$ cat config.mk
export PLATFORM = sky130hd
export DESIGN_NAME = mdpad_unit
export DESIGN_NICKNAME = d
export VERILOG_FILES = /design/src/rtl/mdpad_pkg.sv /design/src/rtl/mdpad_len_acc.sv /design/src/rtl/mdpad_asm.sv /design/src/rtl/mdpad_unit.sv
export SDC_FILE = /design/constraint.sdc
export NUM_CORES = 1
export LEC_CHECK = 0
export BUFFER_PORTS_ARGS = -buffer_cell sky130_fd_sc_hd__buf_2
export CORE_ASPECT_RATIO = 0.6
export CORE_MARGIN = 4
export CORE_UTILIZATION = 61
export DETAILED_ROUTE_END_ITERATION = 16
export PLACE_DENSITY = 0.86
export SLEW_MARGIN = 10
export SYNTH_ARGS = -nofsm -noshare
export SYNTH_HDL_FRONTEND = slang
export SYNTH_SLANG_ARGS = --single-unit
$ cat constraint.sdc
create_clock -name clk -period 6.5 [get_ports clk]
set_clock_uncertainty 0.2 [all_clocks]
set_input_delay 0.65 -clock clk [delete_from_list [all_inputs] [get_ports clk]]
set_output_delay 0.65 -clock clk [all_outputs]
set_load 0.02 [all_outputs]
$ cat src/rtl/mdpad_pkg.sv
package mdpad_pkg;
   typedef enum logic [0:0] {ST_FILL = 1'b0, ST_SEND = 1'b1} mdpad_st_e;
   localparam logic [7:0] MDPAD_MARK = 8'h80;
endpackage

$ cat src/rtl/mdpad_len_acc.sv
module mdpad_len_acc #(
   parameter int LEN_BYTES = 8
) (
   input  logic                   clk,
   input  logic                   rst_n,
   input  logic                   inc,
   input  logic                   clr,
   output logic [LEN_BYTES*8-1:0] len_cur,
   output logic [LEN_BYTES*8-1:0] len_nxt
);
   localparam int LEN_W = LEN_BYTES * 8;
   localparam int CNT_W = LEN_W - 3;

   logic [CNT_W-1:0] cnt_q;
   logic [CNT_W-1:0] cnt_n;

   assign cnt_n = cnt_q + CNT_W'(inc);

   always_ff @(posedge clk or negedge rst_n) begin
      if (!rst_n)   cnt_q <= '0;
      else if (clr) cnt_q <= '0;
      else          cnt_q <= cnt_n;
   end

   // byte count times eight, wrapping at the field width
   assign len_cur = {cnt_q, 3'b000};
   assign len_nxt = {cnt_n, 3'b000};
endmodule

$ cat src/rtl/mdpad_asm.sv
module mdpad_asm #(
   parameter int BLOCK_BYTES = 64,
   parameter int LEN_BYTES   = 8,
   parameter bit LEN_LE      = 1'b1
) (
   input  logic                       clk,
   input  logic                       rst_n,
   input  logic                       clr,
   input  logic                       wr_en,
   input  logic [$clog2(BLOCK_BYTES)-1:0] wr_pos,
   input  logic [7:0]                 wr_byte,
   input  logic                       mk_en,
   input  logic [$clog2(BLOCK_BYTES)-1:0] mk_pos,
   input  logic                       len_en,
   input  logic [LEN_BYTES*8-1:0]     len_bits,
   output logic [BLOCK_BYTES*8-1:0]   blk
);
   import mdpad_pkg::*;
   localparam int BLOCK_W = BLOCK_BYTES * 8;
   localparam int LEN_W   = LEN_BYTES * 8;

   logic [LEN_W-1:0]   len_field;
   logic [BLOCK_W-1:0] blk_q;
   logic [BLOCK_W-1:0] blk_n;

   generate
      if (LEN_LE) begin : g_len_le
         assign len_field = len_bits;
      end else begin : g_len_be
         for (genvar g = 0; g < LEN_BYTES; g++) begin : g_swap
            assign len_field[8*g +: 8] = len_bits[LEN_W-8-8*g +: 8];
         end
      end
   endgenerate

   always_comb begin
      blk_n = clr ? '0 : blk_q;
      if (wr_en)  blk_n[{wr_pos, 3'b000} +: 8] = wr_byte;
      if (mk_en)  blk_n[{mk_pos, 3'b000} +: 8] = MDPAD_MARK;
      if (len_en) blk_n[BLOCK_W-1 -: LEN_W]    = len_field;
   end

   always_ff @(posedge clk or negedge rst_n) begin
      if (!rst_n) blk_q <= '0;
      else        blk_q <= blk_n;
   end

   assign blk = blk_q;
endmodule

$ cat src/rtl/mdpad_unit.sv
module mdpad_unit #(
   parameter int BLOCK_BYTES = 64,
   parameter int LEN_BYTES   = 8,
   parameter bit LEN_LE      = 1'b1
) (
   input  logic                     clk,
   input  logic                     rst_n,
   input  logic [7:0]               in_data,
   input  logic                     in_valid,
   input  logic                     in_last,
   input  logic                     in_void,
   output logic                     in_ready,
   output logic [BLOCK_BYTES*8-1:0] out_block,
   output logic                     out_valid,
   output logic                     out_final,
   input  logic                     out_ready
);
   import mdpad_pkg::*;
   localparam int POS_W   = $clog2(BLOCK_BYTES);
   localparam int CNT_W   = POS_W + 1;
   localparam int LEN_POS = BLOCK_BYTES - LEN_BYTES;
   localparam int LEN_W   = LEN_BYTES * 8;

   generate
      if (BLOCK_BYTES != (1 << POS_W)) begin : g_chk_pow2
         $error("BLOCK_BYTES must be a power of two");
      end
      if (LEN_BYTES < 1 || LEN_BYTES >= BLOCK_BYTES) begin : g_chk_len
         $error("LEN_BYTES must be between 1 and BLOCK_BYTES-1");
      end
   endgenerate

   mdpad_st_e        st_q;
   logic [CNT_W-1:0] cnt_q;
   logic             fin_q, pend_extra_q, pend_mark_q;

   logic             accept, has_byte, end_beat, fits, full;
   logic [CNT_W-1:0] w;
   logic [LEN_W-1:0] len_cur, len_nxt;
   logic             asm_clr, asm_mk, asm_len, len_clr, send_done;

   assign in_ready  = (st_q == ST_FILL);
   assign out_valid = (st_q == ST_SEND);
   assign out_final = fin_q;

   assign accept    = in_valid && in_ready;
   assign has_byte  = accept && !in_void;
   assign end_beat  = accept && in_last;
   assign w         = cnt_q + CNT_W'(has_byte);
   assign fits      = (w < CNT_W'(LEN_POS));
   assign full      = (w == CNT_W'(BLOCK_BYTES));
   assign send_done = out_valid && out_ready;

   assign asm_clr = send_done;
   assign asm_mk  = in_ready ? (end_beat && !full) : (send_done && pend_extra_q && pend_mark_q);
   assign asm_len = in_ready ? (end_beat && fits)  : (send_done && pend_extra_q);
   assign len_clr = send_done && !pend_extra_q && fin_q;

   mdpad_len_acc #(.LEN_BYTES(LEN_BYTES)) u_len (
      .clk(clk), .rst_n(rst_n), .inc(has_byte), .clr(len_clr),
      .len_cur(len_cur), .len_nxt(len_nxt)
   );

   mdpad_asm #(.BLOCK_BYTES(BLOCK_BYTES), .LEN_BYTES(LEN_BYTES), .LEN_LE(LEN_LE)) u_asm (
      .clk(clk), .rst_n(rst_n), .clr(asm_clr),
      .wr_en(has_byte), .wr_pos(cnt_q[POS_W-1:0]), .wr_byte(in_data),
      .mk_en(asm_mk), .mk_pos(in_ready ? w[POS_W-1:0] : '0),
      .len_en(asm_len), .len_bits(in_ready ? len_nxt : len_cur),
      .blk(out_block)
   );

   always_ff @(posedge clk or negedge rst_n) begin
      if (!rst_n) begin
         st_q         <= ST_FILL;
         cnt_q        <= '0;
         fin_q        <= 1'b0;
         pend_extra_q <= 1'b0;
         pend_mark_q  <= 1'b0;
      end else if (st_q == ST_FILL) begin
         if (end_beat) begin
            st_q         <= ST_SEND;
            cnt_q        <= '0;
            fin_q        <= fits;
            pend_extra_q <= !fits;
            pend_mark_q  <= full;
         end else if (full) begin
            st_q         <= ST_SEND;
            cnt_q        <= '0;
            fin_q        <= 1'b0;
            pend_extra_q <= 1'b0;
            pend_mark_q  <= 1'b0;
         end else begin
            cnt_q <= w;
         end
      end else if (out_ready) begin
         if (pend_extra_q) begin
            pend_extra_q <= 1'b0;
            fin_q        <= 1'b1;
         end else begin
            st_q  <= ST_FILL;
            fin_q <= 1'b0;
         end
      end
   end

   assert_hold_R9: assert property (@(posedge clk) disable iff (!rst_n)
      (out_valid && !out_ready) |=> (out_valid && $stable(out_block) && $stable(out_final)));

   assert_end_to_valid_R11: assert property (@(posedge clk) disable iff (!rst_n)
      (in_valid && in_ready && in_last) |=> out_valid);

   assert_final_reopens_R7: assert property (@(posedge clk) disable iff (!rst_n)
      (out_valid && out_ready && out_final) |=> (in_ready && !out_valid));

   assert_void_no_block_R6: assert property (@(posedge clk) disable iff (!rst_n)
      (in_valid && in_ready && in_void && !in_last) |=> !out_valid);
endmodule

==> reports/results.ini <==
[cts]
insertion_delay_ps=590
postCtsSetupBuffers=0
clk_pin_slew_worst_paths_ps=70
hold_buffers=1
cts_made_buffers=52
cts-root-buf=clkbuf_16
clockBufferDepth=3
cts_resized=0
cts_tree=done
cts_num_sinks=584
htree_levels=2

[detailed_routing]
postRouteAntennaNets=0
wirelength_met1_um=41400
highest_layer=met4
vias=29200
drc=0
wirelength_um=111000
wl_per_cell_um=25.9
dr.pass1.iters=6
dr_wl_met2_um=45900
drtIter0Drc=4293
met3_length_um=16700
vias_per_cell=6.83

[status]
status=finished, final reports clean

[critical_path]
arrival_ps=5330
reg2reg_depth=10
r2r-end=u_asm.blk[325]$_DFF_PN0_
critical_path_class=reg2reg
cp_cell_sequence=or3b_1 > inv_1 > ha_1 > ha_1 > xnor2_1 > a21oi_1 > mux2_2 > nand2_2 > nor4_2 > a21oi_1
startpoint=out_valid$_DFF_PN0_
cp-end-kind=register
crit_fanout=18
slowest_stage=nor4_2
critPathBufInv=1
r2r_setup_slack_ps=1390
crit_family=simple AND/OR/NAND/NOR gates
worstReg2RegStart=out_valid$_DFF_PN0_
cp_slowest_stage_delay_ps=890
cp-start-kind=register
worstPathRequired_ps=6720

[timing]
setup_viol=0
fin_crit_ps=5110
fin_crit_sh_pct=78.6
rsz0062_at_grt=false
worst_pin_slew_ps=1330
setup-tns-final_ps=0
max_freq_mhz=196
slew_headroom_pct=10.9
slew_violations=0
finalHoldViolations=0
hold_ws_ps=322

[job]
drv_cap=0

[die]
dieArea_um2=52300
ios=529
start_util_pct=61.9
coreArea_um2=47900
rows=62
fp.dieH_um=179
die_w_um=293

[power_and_ir_drop]
power_density_nw_per_um2=306
power.leakage_uw=0.0162
vdd_drop_max_mv=0.290

[synth]
synth_warnings=0
synthFlopType=dfrtp_1
syn_nets=3210
ys_seq_elements=584
synth_edf_count=0
syn_area_um2=29700
ys_types=89
synth_cells=3190
synthArstFlopShare_pct=100
ys_seq_area_share_pct=49.3
avgSynthCellArea_um2=9.30

[placed_design]
portBuffers=528
hpwlAfterDp_um=74000
globalplace.congestion=1.01

[layout]
layout_commonest_cell=dfrtp_1
fin_nets=3618
final_cell_mix=584 x dfrtp_1, 527 x buf_2, 497 x nand2_1, 399 x a21oi_1, 341 x nand3_1
area_growth_pct=16.3
drive_gt1_share_pct=22.3
nFillCells=3486

[worst_hold_path]
hold_depth=3
hp-class=in2reg
holdPathEnd=u_asm.blk[270]$_DFF_PN0_
hold_start=in_data[6]

[global_routing]
antenna_found_initial=1
grt_overflow_total=0
grt_pass1_wl_um=165000
grt_max_degree=204
grt.total_usage_pct=40.6
grt_pass1_vias=27000

==> report_power, final <==
group | internal [uW] | switching [uW]
sequential | 3760 | 144
clock | 1870 | 1460
combinational | 707 | 2610
==> layout make-up <==
| class | count | area [um2] | area share [%] |
|---|---|---|---|
| Tap cell | 640 | 801 | 2.32 |
| Clock buffer | 69 | 1460 | 4.22 |
| Antenna cell | 1 | 2.50 | 0.00725 |
| Multi-Input combinational cell | 2352 | 14000 | 40.7 |
| Sequential cell | 584 | 14600 | 42.4 |
| Timing Repair Buffer | 585 | 3160 | 9.15 |
| Inverter | 23 | 86.3 | 0.250 |
| Clock inverter | 28 | 355 | 1.03 |
==> cells in the mapped netlist, types with 6 or more instances <==
library cell    n  area share (%)
mux2i_1        12            0.41
a31oi_1        29            0.61
xnor2_1        76             2.2
nor3_2         12            0.41
and2_1          8            0.17
a22oi_1        25            0.63
a211oi_1        8            0.20
ha_1            6            0.25
a21oi_1       399             6.7
o22ai_1        32            0.68
nand3b_1      114             2.9
buf_6           6            0.23
a211oi_2       19            0.80
nor4_2          8            0.34
buf_1           8            0.10
nor4_1         30            0.63
a211o_1        18            0.53
o21ai_0        42            0.71
mux2_2          6            0.23
nor4_4         43             3.1
o211ai_1       33            0.84
nand2_2         9            0.19
dfrtp_1       584              49
inv_1          22            0.28
or4_1           8            0.20
nand3_1       341             5.8
a311o_1        38             1.3
nor2b_1         9            0.19
nand4_1        25            0.53
xor2_1         32            0.95
clkbuf_1      162             2.1
o31ai_1        32            0.81
nand2_1       498             6.3
nor2_1        207             2.6
and3_1         62             1.3
and4_1          6            0.18
buf_4           7            0.18
buf_2          48            0.81
or3_1          29            0.61
nor3_1         43            0.73
==> registers in the layout, summed over array words and instances, names as in the netlist <==
register and flops:
out_final 1, out_valid 1, u_len.cnt_q 61, pend_extra_q 1, u_asm.blk 512, pend_mark_q 1
cnt_q 7
==> stage by stage <==
step	setup slack (ps)	std cells	instance area, um2	util, %	power (uW)
6_report	1390	4282	34500	72.0	10500
5_1_grt	1150	4282	34500	72.0	10800
4_1_cts	1510	4281	34500	72.0	10400
3_5_place_dp	1200	4183	32700	68.2	7160
3_3_place_gp	1360	4183	32700	68.2	7110
2_1_floorplan	1850	3190	29700	-	6160
==> layer usage <==
| metal | vias up | track usage [%] |
|---|---|---|
| met4 | 0 | 19.0 |
| met2 | 2452 | 57.5 |
| li1 | 12300 | - |
| met1 | 14000 | 56.5 |
| met3 | 481 | 14.0 |
| met5 | - | 0 |
==> worst register-to-register path: cells and delay by family, from the launching register on <==
family          cells  cell delay, ps
compound gates      2             450
xor+xnor            1             220
fa+ha+maj           2             800
buf+inv             1             150
flops               1             420
mux                 1             780
simple gates        3            1920
==> how the worst max path moves through the flow <==
| stage | depth (start not counted) | slack (ps) | end |
|---|---|---|---|
| 4_1_cts | 10 | 1510 | u_asm.blk[325]$_DFF_PN0_ |
| 3_3_place_gp | 11 | 1360 | u_asm.blk[326]$_DFF_PN0_ |
| 3_5_place_dp | 11 | 1200 | u_asm.blk[325]$_DFF_PN0_ |
| 2_1_floorplan | 14 | 1850 | u_asm.blk[495]$_DFF_PN0_ |
| 5_1_grt | 10 | 1150 | u_asm.blk[325]$_DFF_PN0_ |
| 6_report | 10 | 1390 | u_asm.blk[325]$_DFF_PN0_ |
==> cells by family after synthesis <==
logic type                 synth area share (%)
AOI/OAI and AO/OA                          16.0
adders and majority gates                 0.253
and+or+nand+nor                            26.9
DFF                                        49.3
muxes                                     0.633
xor gates and xnor gates                   3.35
buffers and inverters                      3.66
No activity file was read; power rests on OpenSTA's default activity.
